===== config.mk =====
export PLATFORM = sky130hd
export DESIGN_NAME = pd_shutdown_seq
export DESIGN_NICKNAME = d
export VERILOG_FILES = /design/src/rtl/pd_seq_pkg.sv /design/src/rtl/pd_ctrl_gate.sv /design/src/rtl/pd_wait_timer.sv /design/src/rtl/pd_seq_fsm.sv /design/src/rtl/pd_shutdown_seq.sv
export SDC_FILE = /design/constraint.sdc
export NUM_CORES = 1
export LEC_CHECK = 0
export ABC_AREA = 1
export BUFFER_PORTS_ARGS = -buffer_cell sky130_fd_sc_hd__buf_4
export CORE_UTILIZATION = 35
export CTS_CLUSTER_DIAMETER = 50
export DETAILED_ROUTE_END_ITERATION = 8
export GPL_TIMING_DRIVEN = 0
export SETUP_SLACK_MARGIN = 0.2
export SYNTH_ARGS = -nofsm -noshare
export SYNTH_HDL_FRONTEND = slang
export SYNTH_SLANG_ARGS = --single-unit

===== constraint.sdc =====
create_clock -name clk -period 2.2 [get_ports clk]
set_input_delay 0.44 -clock clk [delete_from_list [all_inputs] [get_ports clk]]
set_output_delay 0.44 -clock clk [all_outputs]
set_load 0.02 [all_outputs]

===== src/rtl/pd_seq_pkg.sv =====
package pd_seq_pkg;
   localparam int CW_W       = 7;
   localparam int B_RST_N    = 0;
   localparam int B_ISO      = 1;
   localparam int B_PWR_ON   = 2;
   localparam int B_PWR_ON2  = 3;
   localparam int B_CLK_DIS  = 4;
   localparam int B_SRAM_CKI = 5;
   localparam int B_SRAM_ISN = 6;

   // powered-on domain: reset released, both switches on, SRAM not isolated
   localparam logic [CW_W-1:0] CW_POWERED =
      CW_W'((1 << B_RST_N) | (1 << B_PWR_ON) | (1 << B_PWR_ON2) | (1 << B_SRAM_ISN));

   typedef enum logic [3:0] {
      ST_IDLE, ST_ISO, ST_CKISO, ST_SRISO, ST_L1REQ, ST_L1WAIT,
      ST_RST, ST_CLKDIS, ST_PWR1, ST_PWR2, ST_STAWAIT
   } seq_state_t;
endpackage


===== src/rtl/pd_ctrl_gate.sv =====
module pd_ctrl_gate #(
   parameter int                KEY_W      = 16,
   parameter logic [KEY_W-1:0]  UNLOCK_KEY = 16'hB5A3
) (
   input  logic             clk,
   input  logic             rst_n,
   input  logic             cfg_wr,
   input  logic [KEY_W-1:0] cfg_key,
   input  logic             cfg_en,
   output logic             en
);
   generate
      if (KEY_W < 1) begin : g_bad_key
         $error("KEY_W must be at least 1");
      end
   endgenerate

   logic key_ok;
   assign key_ok = cfg_wr && (cfg_key == UNLOCK_KEY);

   always_ff @(posedge clk or negedge rst_n) begin
      if (!rst_n)      en <= 1'b0;
      else if (key_ok) en <= cfg_en;
   end


   en_key_only_chk: assert property (@(posedge clk) disable iff (!rst_n)
      !($past(cfg_wr) && ($past(cfg_key) == UNLOCK_KEY)) |-> $stable(en));
endmodule


===== src/rtl/pd_wait_timer.sv =====
module pd_wait_timer #(
   parameter int WAIT_LIMIT = 1024,
   parameter bit TIMEOUT_EN = 1'b1
) (
   input  logic clk,
   input  logic rst_n,
   input  logic waiting,
   output logic expired
);
   localparam int CNT_W = (WAIT_LIMIT > 2) ? $clog2(WAIT_LIMIT) : 1;

   generate
      if (WAIT_LIMIT < 2) begin : g_bad_limit
         $error("WAIT_LIMIT must be at least 2");
      end
      if (TIMEOUT_EN) begin : g_count
         logic [CNT_W-1:0] cnt;
         always_ff @(posedge clk or negedge rst_n) begin
            if (!rst_n)        cnt <= '0;
            else if (!waiting) cnt <= '0;
            else if (!expired) cnt <= cnt + 1'b1;
         end
         assign expired = waiting && (cnt == CNT_W'(WAIT_LIMIT - 1));


         cnt_range_chk: assert property (@(posedge clk) disable iff (!rst_n)
            int'(cnt) < WAIT_LIMIT);
      end else begin : g_none
         assign expired = 1'b0;
      end
   endgenerate
endmodule


===== src/rtl/pd_seq_fsm.sv =====
module pd_seq_fsm
   import pd_seq_pkg::*;
(
   input  logic            clk,
   input  logic            rst_n,
   input  logic            start,
   input  logic            en,
   input  logic            l1_ack,
   input  logic            sta1,
   input  logic            sta2,
   input  logic            expired,
   output logic            waiting,
   output logic [CW_W-1:0] cw,
   output logic            l1_req,
   output logic            busy,
   output logic            done,
   output logic            err
);
   seq_state_t st;

   assign busy    = (st != ST_IDLE);
   assign waiting = (st == ST_L1WAIT) || (st == ST_STAWAIT);

   always_ff @(posedge clk or negedge rst_n) begin
      if (!rst_n) begin
         st     <= ST_IDLE;
         cw     <= CW_POWERED;
         l1_req <= 1'b0;
         done   <= 1'b0;
         err    <= 1'b0;
      end else begin
         done <= 1'b0;
         unique case (st)
            ST_IDLE: if (start && en) begin
               st  <= ST_ISO;
               err <= 1'b0;
            end
            ST_ISO:    begin cw[B_ISO]      <= 1'b1; st <= ST_CKISO;  end
            ST_CKISO:  begin cw[B_SRAM_CKI] <= 1'b1; st <= ST_SRISO;  end
            ST_SRISO:  begin cw[B_SRAM_ISN] <= 1'b0; st <= ST_L1REQ;  end
            ST_L1REQ:  begin l1_req         <= 1'b1; st <= ST_L1WAIT; end
            ST_L1WAIT: begin
               if (l1_ack) st <= ST_RST;
               else if (expired) begin err <= 1'b1; st <= ST_IDLE; end
            end
            ST_RST:    begin cw[B_RST_N]    <= 1'b0; st <= ST_CLKDIS; end
            ST_CLKDIS: begin cw[B_CLK_DIS]  <= 1'b1; st <= ST_PWR1;   end
            ST_PWR1:   begin cw[B_PWR_ON]   <= 1'b0; st <= ST_PWR2;   end
            ST_PWR2:   begin cw[B_PWR_ON2]  <= 1'b0; st <= ST_STAWAIT; end
            ST_STAWAIT: begin
               if (!sta1 && !sta2) begin done <= 1'b1; st <= ST_IDLE; end
               else if (expired) begin err <= 1'b1; st <= ST_IDLE; end
            end
            default: st <= ST_IDLE;
         endcase
      end
   end


   one_step_chk: assert property (@(posedge clk) disable iff (!rst_n)
      $countones({l1_req, cw} ^ $past({l1_req, cw})) <= 1);

   rst_after_ack_chk: assert property (@(posedge clk) disable iff (!rst_n)
      $fell(cw[B_RST_N]) |-> l1_req && cw[B_ISO] && !cw[B_SRAM_ISN]);

   pwr_after_clk_chk: assert property (@(posedge clk) disable iff (!rst_n)
      $fell(cw[B_PWR_ON]) |-> cw[B_CLK_DIS] && !cw[B_RST_N]);

   done_sta_chk: assert property (@(posedge clk) disable iff (!rst_n)
      done |-> $past(!sta1 && !sta2) && !busy && !cw[B_PWR_ON2]);

   no_en_idle_chk: assert property (@(posedge clk) disable iff (!rst_n)
      (!busy && !en) |=> !busy);

   done_err_excl_chk: assert property (@(posedge clk) disable iff (!rst_n)
      !(done && $rose(err)));
endmodule


===== src/rtl/pd_shutdown_seq.sv =====
module pd_shutdown_seq
   import pd_seq_pkg::*;
#(
   parameter int               KEY_W      = 16,
   parameter logic [KEY_W-1:0] UNLOCK_KEY = 16'hB5A3,
   parameter int               WAIT_LIMIT = 1024,
   parameter bit               TIMEOUT_EN = 1'b1
) (
   input  logic             clk,
   input  logic             rst_n,
   input  logic             cfg_wr,
   input  logic [KEY_W-1:0] cfg_key,
   input  logic             cfg_en,
   input  logic             start,
   input  logic             l1_pdn_ack,
   input  logic             pwr_sta,
   input  logic             pwr_sta2,
   output logic             ctrl_en,
   output logic             dom_rst_n,
   output logic             iso,
   output logic             pwr_on,
   output logic             pwr_on2,
   output logic             clk_dis,
   output logic             sram_ckiso,
   output logic             sram_iso_n,
   output logic             l1_pdn_req,
   output logic [6:0]       ctrl_word,
   output logic             busy,
   output logic             done,
   output logic             err
);
   logic            waiting, expired;
   logic [CW_W-1:0] cw;

   pd_ctrl_gate #(.KEY_W(KEY_W), .UNLOCK_KEY(UNLOCK_KEY)) u_gate (
      .clk(clk), .rst_n(rst_n), .cfg_wr(cfg_wr), .cfg_key(cfg_key),
      .cfg_en(cfg_en), .en(ctrl_en));

   pd_wait_timer #(.WAIT_LIMIT(WAIT_LIMIT), .TIMEOUT_EN(TIMEOUT_EN)) u_timer (
      .clk(clk), .rst_n(rst_n), .waiting(waiting), .expired(expired));

   pd_seq_fsm u_fsm (
      .clk(clk), .rst_n(rst_n), .start(start), .en(ctrl_en),
      .l1_ack(l1_pdn_ack), .sta1(pwr_sta), .sta2(pwr_sta2),
      .expired(expired), .waiting(waiting), .cw(cw), .l1_req(l1_pdn_req),
      .busy(busy), .done(done), .err(err));

   assign ctrl_word  = cw;
   assign dom_rst_n  = cw[B_RST_N];
   assign iso        = cw[B_ISO];
   assign pwr_on     = cw[B_PWR_ON];
   assign pwr_on2    = cw[B_PWR_ON2];
   assign clk_dis    = cw[B_CLK_DIS];
   assign sram_ckiso = cw[B_SRAM_CKI];
   assign sram_iso_n = cw[B_SRAM_ISN];


   iso_order_chk: assert property (@(posedge clk) disable iff (!rst_n)
      $fell(sram_iso_n) |-> iso && sram_ckiso);

   done_pulse_chk: assert property (@(posedge clk) disable iff (!rst_n)
      done |=> !done);
endmodule


# --- Word level (Yosys, flattened, before mapping) ---
# Index checks and enable logic that the tools add are counted.
word_totals:
  output_inout_bits: 19
  input_bits: 24
  ff_bits: 25
  word_cells: 55
op_classes:
  addsub: 1
  eq_ne: 16
  mux: 14
  reduce_logical: 11
ops:
  columns: ["operator", "n"]
  rows:
  - ["$pmux W4 S11", 1]
  - ["$mux W10", 2]
  - ["$eq A16 B16 Y1 const B", 1]
  - ["$eq A4 B3 Y1 const B", 4]
  - ["$mux W4", 4]
  - ["$eq A4 B4 Y1 const B", 3]
  - ["$add A10 B1 Y10 const B", 1]
  - ["$eq A10 B10 Y1 const B", 1]
  - ["$eq A4 B2 Y1 const B", 2]
  - ["$mux W1", 6]
  - ["$ne A2 B2 Y1 const B", 3]
  - ["$eq A4 B1 Y1 const B", 1]
  - ["$logic_and A1 B1 Y1", 4]
  - ["$logic_not A4 Y1", 1]
  - ["$reduce_and A4 Y1", 1]
  - ["$reduce_bool A4 Y1", 1]
  - ["$pmux W1 S3", 1]
  - ["$reduce_bool A3 Y1", 1]
  - ["$logic_not A1 Y1", 2]
  - ["$ne A2 B1 Y1 const B", 1]
  - ["$logic_or A1 B1 Y1", 1]

# --- Longest topological paths before layout ---
depth:
  word_depth: 6
  ltp_mapped: 11
  ltp_nobuf: 10

# --- Modules after synthesis ---
# A second synthesis with hierarchy kept.
hier_totals:
  cells_unflattened: 180
  area_unflattened_um2: 1496.4
by_module_without_submodules:
  columns: ["module", "seq_area_each_um2", "cells_each", "area_per_inst_um2", "n_inst"]
  rows:
  - ["pd_seq_fsm", 355.3, 74, 693.2, 1]
  - ["pd_wait_timer", 250.2, 76, 616.8, 1]
  - ["pd_ctrl_gate", 25.0, 23, 133.9, 1]
  - ["pd_shutdown_seq", 0.0, 7, 52.6, 1]

# --- Least setup slack after synthesis ---
# OpenSTA, ideal clock, no wires.
synth_timing:
  path_type: "register to output"
  startpoint: "register u_fsm.st[0]"
  endpoint: "output port busy"
  stages_incl_launch_ff: 5
  required_ns: 1.760
  path_buffers: 0
  arrival_time_ns: 0.969
  path_slack_ns: 0.791
  cell_sequence: "dfrtp_1 > inv_2 > nand2_1 > nor2_1 > inv_1"
synth_between:
  elab_chain_cells: 1
synth_lines:
  columns: ["item", "line", "text"]
  rows:
  - ["start: declaration", "pd_seq_fsm.sv:19", "seq_state_t st;"]
  - ["start signal: assignment", "pd_seq_fsm.sv:26", "st <= ST_IDLE;"]
  - ["start signal: assignment", "pd_seq_fsm.sv:35", "st <= ST_ISO;"]
  - ["start signal: assignment", "pd_seq_fsm.sv:38", "ST_ISO: begin cw[B_ISO] <= 1'b1; st <= ST_CKISO; end"]
  - ["$reduce_bool A4 Y1", "pd_seq_fsm.sv:21", "assign busy = (st != ST_IDLE);"]
  - ["end: declaration", "pd_shutdown_seq.sv:28", "output logic busy,"]
# No other way between the ends.

# --- Worst setup path in the final report ---
# Same ends and word-level chain as after synthesis.

==> impl_metrics.tcl <==
set metrics [dict create \
    outcome "complete, no violations" \
    final_nets 239 \
    syn-num-nets 192 \
    first_pass_iters 4 \
    root_buffer "clkbuf_8" \
    ir_worst_vdd_mv 0.276 \
    drcViolationCount 0 \
    slew_viol_final 0 \
    final-hold-violation-count 0 \
    synth_warnings 0 \
    power_density_nw_per_um2 845 \
    ys.flop_type "dfrtp_1" \
    met2_usage 0.279 \
    hold_buffers 0 \
    post_cts_buffers 0 \
    power.leakage_nw 0.874 \
    place.gp.congestion 0.907 \
    reg2reg_from "u_timer.g_count.cnt[0]$_DFFE_PN0P_" \
    cp_max_fo 5 \
    wl_mm 2.94 \
    critPathKind "register to output pin" \
    area_delta_synth_final_pct 30.3 \
    grt.busiest_layer "met2" \
    synth_seq_cells 25 \
    cp_cell_sequence "inv_2, nand2_1, nor2_1, inv_1, buf_4" \
    slowest_stage "dfrtp_1" \
    clock_latency_ps 270 \
    seq_area_um2 631 \
    maxSlewHeadroom 0.788 \
    multi_input_area_um2 579 \
    die_h_um 65.0 \
    fmax_ghz 0.531 \
    hp-class "primary input to asynchronous set/reset pin" \
    die_w_um 65.0 \
    fin_setup_tns_ps 0 \
    cts_max_level 1 \
    diodes 0 \
    grt_setup_unrepaired "false" \
    timing.final.crit_period_ps 1880 \
    netlist_area_um2 1390 \
    cts_tree "built" \
    cp-startpoint "u_fsm.st[0]$_DFFE_PN0N_" \
    tritoncts_num_sinks 25 \
    grt_pass1_wl_mm 5.27 \
    slowest_delay_ps 440 \
    clockBufferDepth 2 \
    design_area_um2 1810 \
    use_met1 0.192 \
    start_kind "register" \
    ys_types 33 \
    antenna_found_initial 0 \
    overflow 0 \
    async_reset_ff_frac 1.00 \
    crit_family "flip-flops" \
    io_buffers 42 \
    via_count 1225 \
    boundaryPins 43 \
    dieArea_um2 4230 \
    synth_edf_count 0 \
    avgSynthCellArea_um2 8.32 \
    cts_buffers 3 \
    worst_setup_path_end_kind "output pin" \
    seq_area_frac_synth 0.454 \
    rows 22 \
    clkTransAtPathRegs_ps 90 \
    fin_skew_ps 5.81 \
    period_share 0.856 \
    hpwl_mm 2.33 \
    drt_iter0_drc 55 \
    setup_viol_count_final 0 \
    cp_num_buf_inv 3 \
    vias_per_cell 4.69 \
    met3_usage 0.0229 \
    required_ps 1760 \
    coreArea_um2 3740 \
    gr-usage-all-layers 0.161 \
    layout-drive-gt1-share 0.390 \
    grt_pass1_vias 1265 \
    placed_cell_area_um2 1770 \
    worst_pin_slew_ps 318 \
    start_util 0.371 \
    crit_arrival_ps 1440 \
    maxCapViolCount 0 \
    synth_cells 167 \
    fillers 393 \
    grt_max_degree 26 \
    route.detailed.wl_per_inst_um 11.3 \
    cts_resized 0 \
    final_antenna_net_count 0 \
]
-- cells in the mapped netlist (2+ instances only) --
cell type   n  area [um^2]
a21oi_1     6         30.0
a31oi_1     2         12.5
buf_4       7         52.6
dfrtp_1    21          526
dfstp_2     4          105
inv_1      21         78.8
inv_2       6         22.5
nand2_1    28          105
nand2_2     7         43.8
nand2_4     2         22.5
nand3_1    10         50.1
nand3b_1    2         15.0
nand4_1     5         31.3
nor2_1     13         48.8
nor2_4      3         33.8
nor3_1      3         15.0
o21a_1      2         15.0
o21ai_0     6         30.0
o21bai_1    3         22.5
or2_2       3         18.8
-- per-layer routing --
layer | vias to the layer above | part of all wire | routed length (um)
met5 | - | 0 | 0
met4 | 0 | 0.029 | 85
met3 | 7 | 0.046 | 136
met2 | 41 | 0.48 | 1400
met1 | 554 | 0.45 | 1320
li1 | 623 | - | -
-- worst register-to-register path, stage by stage, from the launching register on --
cell and delay, ps:
dfrtp_1 420, ha_1 210, inv_1 70, nor2_2 200, nand2_2 120, nor2_4 100, nand3_2 190, nand3_1 150
nand3b_1 80
-- kinds of logic after synthesis --
logic type	Yosys count	synth area share
and+or+nand+nor	80	0.297
buffers and inverters	36	0.130
AOI/OAI and AO/OA	25	0.111
DFF	25	0.454
adders and majority gates	1	0.00900
-- cell type report --
class	count	area share
Timing Repair Buffer	42	0.174
Clock buffer	3	0.0228
Inverter	28	0.0594
Sequential cell	25	0.348
Clock inverter	1	0.00276
Multi-Input combinational cell	106	0.320
Buffer	8	0.0401
Tap cell	48	0.0331
-- placed cells by master (no fill, tap or decap), types with 2 or more instances in the layout --
| cell | n |
|---|---|
| a21oi_1 | 6 |
| a31oi_1 | 2 |
| buf_4 | 49 |
| clkbuf_8 | 3 |
| dfrtp_1 | 21 |
| dfstp_2 | 4 |
| inv_1 | 21 |
| inv_2 | 6 |
| nand2_1 | 28 |
| nand2_2 | 7 |
| nand2_4 | 2 |
| nand3_1 | 10 |
| nand3b_1 | 2 |
| nand4_1 | 5 |
| nor2_1 | 13 |
| nor2_4 | 3 |
| nor3_1 | 3 |
| o21a_1 | 2 |
| o21ai_0 | 6 |
| o21bai_1 | 3 |
| or2_2 | 3 |
-- state kept, by name (all words and copies together) (netlist names) --
signal / flops
u_timer.g_count.cnt: 10
u_fsm.cw: 7
u_fsm.st: 4
u_fsm.done: 1
u_fsm.err: 1
u_fsm.l1_req: 1
u_gate.en: 1
-- path summary, 6_finish.rpt --
kind                                      endpoint  slack [ps]  depth (start not counted)
setup reg to reg           u_fsm.st[1]$_DFFE_PN0N_         540                          8
hold / removal               u_gate.en$_DFFE_PN0P_          50                          1
min in group clk             u_gate.en$_DFFE_PN0P_         410                          3
hold reg to reg            u_fsm.cw[6]$_DFFE_PN1P_         450                          2
setup / recovery                              busy         320                          5
max in group asynchronous  u_fsm.cw[6]$_DFFE_PN1P_        1860                          1
-- through the flow --
stage	worst slack, ps	utilization	hold slack (ps)	std cells	total power, W
floorplan	791	-	144	167	0.00107
global placement	602	0.472	359	257	0.00125
detailed placement	548	0.472	364	257	0.00126
CTS	306	0.484	61.4	261	0.00154
global route	211	0.484	72.6	261	0.00164
finish	318	0.484	48.8	261	0.00153
-- where the power goes --
part	switching [W]	total (W)	internal, W	leakage, nW
sequential	0.0000717	0.000595	0.000524	0.310
combinational	0.000388	0.000654	0.000266	0.539
clock	0.000153	0.000280	0.000127	0.0255
Power figures use the tool's default switching activity.
